`src/rtl/hsp_pkg.sv`:
```
package hsp_pkg;
    localparam int DW  = 8;
    localparam int OVS = 16;

    typedef enum logic [1:0] {
        RX_IDLE  = 2'd0,
        RX_START = 2'd1,
        RX_BITS  = 2'd2
    } urx_state_e;
endpackage

```
`src/rtl/hsp_baud.sv`:
```
module hsp_baud #(
    parameter int DIV = 8
) (
    input  logic clk,
    input  logic rst_n,
    output logic tick
);
    localparam int CW = (DIV > 1) ? $clog2(DIV) : 1;

    generate
        if (DIV <= 1) begin : g_pass
            // every clock is an oversample tick
            assign tick = 1'b1;
        end else begin : g_div
            logic [CW-1:0] cnt_d, cnt_q;
            always_comb begin
                cnt_d = (cnt_q == CW'(DIV - 1)) ? '0 : cnt_q + 1'b1;
            end
            always_ff @(posedge clk or negedge rst_n) begin
                if (!rst_n) cnt_q <= '0;
                else        cnt_q <= cnt_d;
            end
            assign tick = (cnt_q == CW'(DIV - 1));
        end
    endgenerate
endmodule

```
`src/rtl/hsp_uart_tx.sv`:
```
module hsp_uart_tx (
    input  logic       clk,
    input  logic       rst_n,
    input  logic       tick,
    input  logic       en,
    input  logic       mark_en,
    input  logic       par_en,
    input  logic       ld_valid,
    input  logic [7:0] ld_byte,
    input  logic       ld_addr,
    output logic       ld_ready,
    output logic       txd
);
    typedef struct packed {
        logic        busy;
        logic [11:0] sh;
        logic [3:0]  left;
        logic [3:0]  ocnt;
    } utx_s;

    utx_s q, d;
    logic take;
    logic pbit;

    always_comb begin
        d    = q;
        take = en && !q.busy && ld_valid;
        pbit = (^ld_byte) ^ (mark_en & ld_addr);
        if (take) begin
            d.busy      = 1'b1;
            d.ocnt      = '0;
            d.sh        = '1;
            d.sh[0]     = 1'b0;
            d.sh[8:1]   = ld_byte;
            if (mark_en) begin
                d.sh[9] = ld_addr;
                if (par_en) d.sh[10] = pbit;
            end else if (par_en) begin
                d.sh[9] = pbit;
            end
            d.left = 4'd10 + {3'b0, mark_en} + {3'b0, par_en};
        end else if (q.busy && tick) begin
            d.ocnt = q.ocnt + 1'b1;
            if (q.ocnt == 4'd15) begin
                d.sh   = {1'b1, q.sh[11:1]};
                d.left = q.left - 1'b1;
                if (q.left == 4'd1) d.busy = 1'b0;
            end
        end
    end

    always_ff @(posedge clk or negedge rst_n) begin
        if (!rst_n) q <= '{busy: 1'b0, sh: '1, left: '0, ocnt: '0};
        else        q <= d;
    end

    assign ld_ready = en && !q.busy;
    assign txd      = q.busy ? q.sh[0] : 1'b1;

    // a taken byte puts the start bit on the line at once
    a_r2_start_after_take: assert property (@(posedge clk) disable iff (!rst_n)
        (ld_valid && ld_ready) |=> (txd == 1'b0));
    // no second byte is offered space right after a take
    a_r10_ready_drops: assert property (@(posedge clk) disable iff (!rst_n)
        (ld_valid && ld_ready) |=> !ld_ready);
    // the line only moves at the end of a 16-tick bit
    a_r8_bit_held: assert property (@(posedge clk) disable iff (!rst_n)
        (q.busy && en && !(tick && q.ocnt == 4'd15)) |=> $stable(txd));
endmodule

```
`src/rtl/hsp_uart_rx.sv`:
```
module hsp_uart_rx
    import hsp_pkg::*;
(
    input  logic       clk,
    input  logic       rst_n,
    input  logic       tick,
    input  logic       en,
    input  logic       mark_en,
    input  logic       par_en,
    input  logic       rxd,
    output logic       rx_valid,
    output logic [7:0] rx_byte,
    output logic       rx_addr,
    output logic       rx_perr,
    output logic       rx_ferr
);
    typedef struct packed {
        urx_state_e  st;
        logic [3:0]  ocnt;
        logic [3:0]  idx;
        logic [9:0]  sh;
        logic        hi;
        logic        valid;
        logic [7:0]  byte_v;
        logic        addr;
        logic        perr;
        logic        ferr;
    } urx_s;

    urx_s q, d;
    logic [3:0] nb;

    always_comb begin
        d       = q;
        d.valid = 1'b0;
        nb      = 4'd8 + {3'b0, mark_en} + {3'b0, par_en};
        if (!en) begin
            d.st = RX_IDLE;
            d.hi = 1'b0;
        end else if (tick) begin
            case (q.st)
                RX_IDLE: begin
                    if (rxd) begin
                        d.hi = 1'b1;
                    end else if (q.hi) begin
                        d.st   = RX_START;
                        d.ocnt = '0;
                    end
                end
                RX_START: begin
                    d.ocnt = q.ocnt + 1'b1;
                    if (q.ocnt == 4'd7) begin
                        if (!rxd) begin
                            d.st   = RX_BITS;
                            d.ocnt = '0;
                            d.idx  = '0;
                            d.sh   = '0;
                        end else begin
                            d.st = RX_IDLE;
                            d.hi = 1'b0;
                        end
                    end
                end
                RX_BITS: begin
                    d.ocnt = q.ocnt + 1'b1;
                    if (q.ocnt == 4'd15) begin
                        if (q.idx == nb) begin
                            d.valid  = 1'b1;
                            d.byte_v = q.sh[7:0];
                            d.addr   = mark_en & q.sh[8];
                            d.perr   = par_en & (^q.sh);
                            d.ferr   = !rxd;
                            d.st     = RX_IDLE;
                            d.hi     = 1'b0;
                        end else begin
                            d.sh[q.idx] = rxd;
                            d.idx       = q.idx + 1'b1;
                        end
                    end
                end
                default: d.st = RX_IDLE;
            endcase
        end
    end

    always_ff @(posedge clk or negedge rst_n) begin
        if (!rst_n) q <= '{st: RX_IDLE, ocnt: '0, idx: '0, sh: '0, hi: 1'b0,
                           valid: 1'b0, byte_v: '0, addr: 1'b0, perr: 1'b0, ferr: 1'b0};
        else        q <= d;
    end

    assign rx_valid = q.valid;
    assign rx_byte  = q.byte_v;
    assign rx_addr  = q.addr;
    assign rx_perr  = q.perr;
    assign rx_ferr  = q.ferr;

    // each received frame gives a single-cycle strobe
    a_r11_uart_pulse: assert property (@(posedge clk) disable iff (!rst_n)
        rx_valid |=> !rx_valid);
    // a start bit high again at mid-bit returns to idle with no byte
    a_r7_glitch_dropped: assert property (@(posedge clk) disable iff (!rst_n)
        (en && tick && q.st == RX_START && q.ocnt == 4'd7 && rxd) |=> (q.st == RX_IDLE && !rx_valid));
    // without parity no parity error is ever reported
    a_r5_no_perr_plain: assert property (@(posedge clk) disable iff (!rst_n)
        (rx_valid && !$past(par_en)) |-> !rx_perr);
endmodule

```
`src/rtl/hsp_sync.sv`:
```
module hsp_sync (
    input  logic       clk,
    input  logic       rst_n,
    input  logic       en,
    input  logic       mark_en,
    input  logic       sclk_rise,
    input  logic       sclk_fall,
    input  logic       sdi,
    input  logic       ld_valid,
    input  logic [7:0] ld_byte,
    input  logic       ld_addr,
    output logic       ld_ready,
    output logic       sdo,
    output logic       rx_valid,
    output logic [7:0] rx_byte,
    output logic       rx_addr
);
    typedef struct packed {
        logic       tbusy;
        logic       armed;
        logic [8:0] tsh;
        logic [3:0] tcnt;
        logic [8:0] rsh;
        logic [3:0] rcnt;
        logic       valid;
        logic [7:0] byte_v;
        logic       addr;
    } sync_s;

    sync_s q, d;
    logic [3:0] last;
    logic [8:0] rtmp;

    always_comb begin
        d       = q;
        d.valid = 1'b0;
        last    = mark_en ? 4'd8 : 4'd7;
        rtmp    = q.rsh;
        rtmp[q.rcnt] = sdi;
        if (!en) begin
            d.tbusy = 1'b0;
            d.armed = 1'b0;
            d.rcnt  = '0;
        end else begin
            if (!q.tbusy && ld_valid) begin
                d.tbusy = 1'b1;
                d.armed = 1'b0;
                d.tcnt  = '0;
                d.tsh   = {mark_en & ld_addr, ld_byte};
            end else if (q.tbusy) begin
                if (sclk_rise) begin
                    d.armed = 1'b1;
                end else if (sclk_fall && q.armed) begin
                    d.armed = 1'b0;
                    d.tsh   = {1'b1, q.tsh[8:1]};
                    d.tcnt  = q.tcnt + 1'b1;
                    if (q.tcnt == last) d.tbusy = 1'b0;
                end
            end
            if (sclk_rise) begin
                d.rsh = rtmp;
                if (q.rcnt == last) begin
                    d.rcnt   = '0;
                    d.valid  = 1'b1;
                    d.byte_v = rtmp[7:0];
                    d.addr   = mark_en & rtmp[8];
                end else begin
                    d.rcnt = q.rcnt + 1'b1;
                end
            end
        end
    end

    always_ff @(posedge clk or negedge rst_n) begin
        if (!rst_n) q <= '{tbusy: 1'b0, armed: 1'b0, tsh: '1, tcnt: '0, rsh: '0,
                           rcnt: '0, valid: 1'b0, byte_v: '0, addr: 1'b0};
        else        q <= d;
    end

    assign ld_ready = en && !q.tbusy;
    assign sdo      = q.tbusy ? q.tsh[0] : 1'b1;
    assign rx_valid = q.valid;
    assign rx_byte  = q.byte_v;
    assign rx_addr  = q.addr;

    // the outgoing line moves only on a falling bit-clock edge
    a_r9_move_on_fall: assert property (@(posedge clk) disable iff (!rst_n)
        (en && q.tbusy && !sclk_fall) |=> $stable(sdo));
    // without the marker no address flag is reported
    a_r3_plain_no_addr: assert property (@(posedge clk) disable iff (!rst_n)
        (rx_valid && !$past(mark_en)) |-> !rx_addr);
    // one strobe per clocked frame
    a_r11_sync_pulse: assert property (@(posedge clk) disable iff (!rst_n)
        rx_valid |=> !rx_valid);
endmodule

```
`src/rtl/hsp_port.sv`:
```
module hsp_port #(
    parameter int DIV = 8
) (
    input  logic       clk,
    input  logic       rst_n,
    input  logic       cfg_uart,
    input  logic       cfg_mark,
    input  logic       cfg_parity,
    input  logic       ser_sclk,
    input  logic       ser_rx,
    output logic       ser_tx,
    input  logic       tx_valid,
    input  logic [7:0] tx_byte,
    input  logic       tx_addr,
    output logic       tx_ready,
    output logic       rx_valid,
    output logic [7:0] rx_byte,
    output logic       rx_addr,
    output logic       rx_perr,
    output logic       rx_ferr
);
    typedef struct packed {
        logic rx1;
        logic rx2;
        logic ck1;
        logic ck2;
        logic ck3;
    } pin_s;

    pin_s q, d;
    logic tick;
    logic rise, fall;
    logic u_ready, u_txd, u_valid, u_addr, u_perr, u_ferr;
    logic s_ready, s_txd, s_valid, s_addr;
    logic [7:0] u_byte, s_byte;

    always_comb begin
        d     = q;
        d.rx1 = ser_rx;
        d.rx2 = q.rx1;
        d.ck1 = ser_sclk;
        d.ck2 = q.ck1;
        d.ck3 = q.ck2;
    end

    always_ff @(posedge clk or negedge rst_n) begin
        if (!rst_n) q <= '{rx1: 1'b1, rx2: 1'b1, ck1: 1'b0, ck2: 1'b0, ck3: 1'b0};
        else        q <= d;
    end

    assign rise = q.ck2 & ~q.ck3;
    assign fall = ~q.ck2 & q.ck3;

    hsp_baud #(.DIV(DIV)) u_baud (
        .clk(clk), .rst_n(rst_n), .tick(tick)
    );

    hsp_uart_tx u_utx (
        .clk(clk), .rst_n(rst_n), .tick(tick), .en(cfg_uart),
        .mark_en(cfg_mark), .par_en(cfg_parity),
        .ld_valid(tx_valid), .ld_byte(tx_byte), .ld_addr(tx_addr),
        .ld_ready(u_ready), .txd(u_txd)
    );

    hsp_uart_rx u_urx (
        .clk(clk), .rst_n(rst_n), .tick(tick), .en(cfg_uart),
        .mark_en(cfg_mark), .par_en(cfg_parity), .rxd(q.rx2),
        .rx_valid(u_valid), .rx_byte(u_byte), .rx_addr(u_addr),
        .rx_perr(u_perr), .rx_ferr(u_ferr)
    );

    hsp_sync u_sync (
        .clk(clk), .rst_n(rst_n), .en(!cfg_uart), .mark_en(cfg_mark),
        .sclk_rise(rise), .sclk_fall(fall), .sdi(q.rx2),
        .ld_valid(tx_valid), .ld_byte(tx_byte), .ld_addr(tx_addr),
        .ld_ready(s_ready), .sdo(s_txd),
        .rx_valid(s_valid), .rx_byte(s_byte), .rx_addr(s_addr)
    );

    assign ser_tx   = cfg_uart ? u_txd   : s_txd;
    assign tx_ready = cfg_uart ? u_ready : s_ready;
    assign rx_valid = u_valid | s_valid;
    assign rx_byte  = cfg_uart ? u_byte  : s_byte;
    assign rx_addr  = cfg_uart ? u_addr  : s_addr;
    assign rx_perr  = cfg_uart & u_perr;
    assign rx_ferr  = cfg_uart & u_ferr;

    // only one receive path ever strobes in a cycle
    a_r11_one_source: assert property (@(posedge clk) disable iff (!rst_n)
        $onehot0({u_valid, s_valid}));
endmodule

```
`config.mk`:
```
export PLATFORM = sky130hd
export DESIGN_NAME = hsp_port
export DESIGN_NICKNAME = d
export VERILOG_FILES = /design/src/rtl/hsp_pkg.sv /design/src/rtl/hsp_baud.sv /design/src/rtl/hsp_uart_tx.sv /design/src/rtl/hsp_uart_rx.sv /design/src/rtl/hsp_sync.sv /design/src/rtl/hsp_port.sv
export SDC_FILE = /design/constraint.sdc
export NUM_CORES = 1
export LEC_CHECK = 0
export CELL_PAD_IN_SITES_DETAIL_PLACEMENT = 1
export CELL_PAD_IN_SITES_GLOBAL_PLACEMENT = 2
export CORE_AREA = 2 2 135 137
export DETAILED_ROUTE_END_ITERATION = 8
export DIE_AREA = 0 0 137 139
export PLACE_DENSITY = 0.71
export RECOVER_POWER = 50
export SKIP_CTS_REPAIR_TIMING = 1
export SYNTH_ARGS = -nofsm -noshare
export SYNTH_HDL_FRONTEND = slang
export SYNTH_SLANG_ARGS = --single-unit
```
`constraint.sdc`:
```
create_clock -name clk -period 3.6 [get_ports clk]
set_input_delay 0.72 -clock clk [delete_from_list [all_inputs] [get_ports clk]]
set_output_delay 0.72 -clock clk [all_outputs]
set_load 0.02 [all_outputs]
```
==> reports/qor.yml <==
status: "finished, violations left"
violations: "max-capacitance violations, max-slew violations"
p_comb_share_pct: 11.6
synth_edf_count: 0
crit_fanout: 16
synth-main-ff-cell: "dfrtp_1"
timing.rr.start: "u_urx.q[31]"
met3WireLength_um: 253
final_cell_area_um2: 5990
rsz0062_at_grt: "false"
synthDistinctLibCells: 63
avgSynthCellArea_um2: 10.2
regToRegSetupSlack_ns: 1.28
critical_path.endpoint_type: "primary output"
cts_buffers: 9
antenna_found_initial: 1
die_area_um2: 19000
wl_mm: 12.4
diodes: 0
grt_pass1_vias: 4022
holdCritStartpoint: "d[3]"
p_sw_share_pct: 25.7
wl_met2_mm: 5.97
avgViaCountPerCell: 4.87
routedWlPerCell_um: 16.2
clk_pin_slew_ns: 0.07
p_int_mw: 1.90
worstPathArrival_ns: 2.40
nNetsFinal: 572
p_leak_nw: 2.67
die_height_um: 139
gr-usage-all-layers_pct: 14.0
drc: 0
syn_inst: 507
utilization_pct: 33.9
grt_pass1_wl_mm: 21.1
wl_met1_mm: 6.02
maxCapViolations: 1
ys_ff_latch: 99
grt_remaining_overflow: 0
yosysWarnings: 0
first_pass_iters: 4
layout.cells.non_filler: 769
ys_async_sr_fraction_pct: 100
hpwl_mm: 9.08
synth_area_leaders: "dfrtp_1, dfstp_2, nand2_1"
core_area_um2: 17700
final-setup-viol-count: 0
dieWidth_um: 137
drtAntennaViolNets: 0
io_buffers: 30
h-tree-depth: 3
synth_nets: 544
r2r_cells: 7
whs_ns: 0.361
vias: 3742
clk_latency_ns: 0.34
clock_path_buffers: 2
setup_tns_ns: 0
fmax_ghz: 0.321
synth_top_area_cell: "dfrtp_1"
syn-cell-area_um2: 5170
layout-drive-gt1-share_pct: 15.4
initialDrtViolationCount: 203
path_class: "input port to primary output"
finalCriticalPeriod_ns: 3.12
placed_area_um2: 5730
io_pins: 31
placedCellCount: 753
skew_ns: 0.00732
hold_depth: 0
clockRootBuffer: "clkbuf_16"
worst-slew-pin-transition_ns: 1.89
hold_path_end: "q[3]"
switching_power_uw: 657
hp-class: "register to register"
grt_max_degree: 76
ir_worst_vdd_mv: 0.207
seq_area_frac_synth_pct: 48.4
clock-sinks: 99
p_clk_share_pct: 35.2
period_share_pct: 86.6
gp_congestion: 0.770
start_util_pct: 29.3
cp.required_ns: 2.88
cp-start-kind: "input port"
hold_viol_final: 0
highest_layer: "met5"
r2r_end: "u_urx.rx_byte[2]"
sequentialPowerShare_pct: 53.2
syn2layout_area_growth_pct: 15.8
slew_violations: 76
cts_tree: "done"
p_per_area_nw_per_um2: 427
synth_top_area_share_pct: 37.3
rows: 49
max_slew_margin_pct: -26.0
area by class of cell:
cell class                      count  area [um^2]
Fill cell                        2023        11700
Multi-Input combinational cell    370         2510
Sequential cell                    99         2500
Timing Repair Buffer               39          355
Tap cell                          229          287
Clock buffer                       11          243
Inverter                           16         60.1
Clock inverter                      5         28.8
synthesized netlist by cell type, drive strengths merged, types with 5 or more instances:
library cell	number
xnor2	19
nor3	7
and3	9
nor2b	5
and2	5
a221o	8
a21oi	14
mux2	27
ha	20
a22oi	9
a31oi	12
dfrtp	77
o31ai	5
buf	5
inv	16
clkbuf	17
nand2b	5
dfstp	22
nand3	11
xor2	8
nand2	96
mux2i	11
nor2	28
o21ai	25
state kept, by name (all words and copies together), names as in the netlist:
name and flops:
u_urx.rx_perr 1, u_urx.q 21, u_urx.rx_ferr 1, u_sync.rx_addr 1, u_baud.g_div.cnt_q 3, u_urx.rx_addr 1
d 3, u_sync.rx_byte 8, u_sync.q 28, q 2, u_urx.rx_byte 8, u_utx.q 20
u_sync.rx_valid 1, u_urx.rx_valid 1
power groups by stage:
stage	Sequential, mW	Combinational, mW	Clock, mW
finish	1.36	0.298	0.900
global route	1.38	0.342	0.980
CTS	1.36	0.308	0.929
detailed placement	1.38	0.305	0
global placement	1.38	0.287	0
floorplan	1.35	0.202	0
worst max-delay path: stages:
cell             delay, ns
clkdlybuf4s50_1       0.50
buf_4                 0.25
mux2_2                0.38
clkdlybuf4s50_1       0.54
metrics by stage:
| stage | power (mW) | setup slack [ns] |
|---|---|---|
| 6_report | 2.56 | 0.482 |
| 4_1_cts | 2.60 | 0.470 |
| 5_1_grt | 2.70 | 0.432 |
| 3_5_place_dp | 1.69 | 0.477 |
| 2_1_floorplan | 1.55 | 1.18 |
| 3_3_place_gp | 1.66 | 0.513 |
cells by family after synthesis:
| group | Yosys count | share of synthesized area [%] |
|---|---|---|
| fa+ha+maj | 20 | 4.84 |
| flops | 99 | 48.4 |
| mux | 38 | 8.23 |
| buf+inv | 38 | 3.00 |
| compound gates | 98 | 13.6 |
| xor+xnor | 27 | 4.72 |
| simple gates | 187 | 17.2 |
layout by cell type (no fill, tap or decap), types with 11 or more instances in the layout:
master           instances
nand2_1                 96
dfrtp_1                 77
nor2_1                  28
clkdlybuf4s50_1         26
mux2_2                  24
o21ai_0                 23
dfstp_2                 22
ha_1                    20
xnor2_1                 18
inv_1                   16
a21oi_1                 14
a31oi_1                 12
mux2i_1                 11
worst max path at each step:
| stage | from | end | slack, ns | depth (start not counted) |
|---|---|---|---|---|
| 2_1_floorplan | cfg_uart | tx_ready | 1.18 | 4 |
| 5_1_grt | cfg_uart | rx_addr | 0.43 | 4 |
| 4_1_cts | cfg_uart | rx_addr | 0.47 | 4 |
| 3_5_place_dp | cfg_uart | rx_addr | 0.48 | 4 |
| 3_3_place_gp | cfg_uart | rx_addr | 0.51 | 4 |
| 6_report | cfg_uart | rx_addr | 0.48 | 4 |
metal layers:
metal / global-route usage [%] / vias to the layer above
met4: 4.29 / 2
li1: - / 1832
met5: 0 / -
met1: 18.7 / 1862
met2: 22.5 / 31
met3: 3.07 / 15
Note: power is estimated with default switching activity, not from simulation.
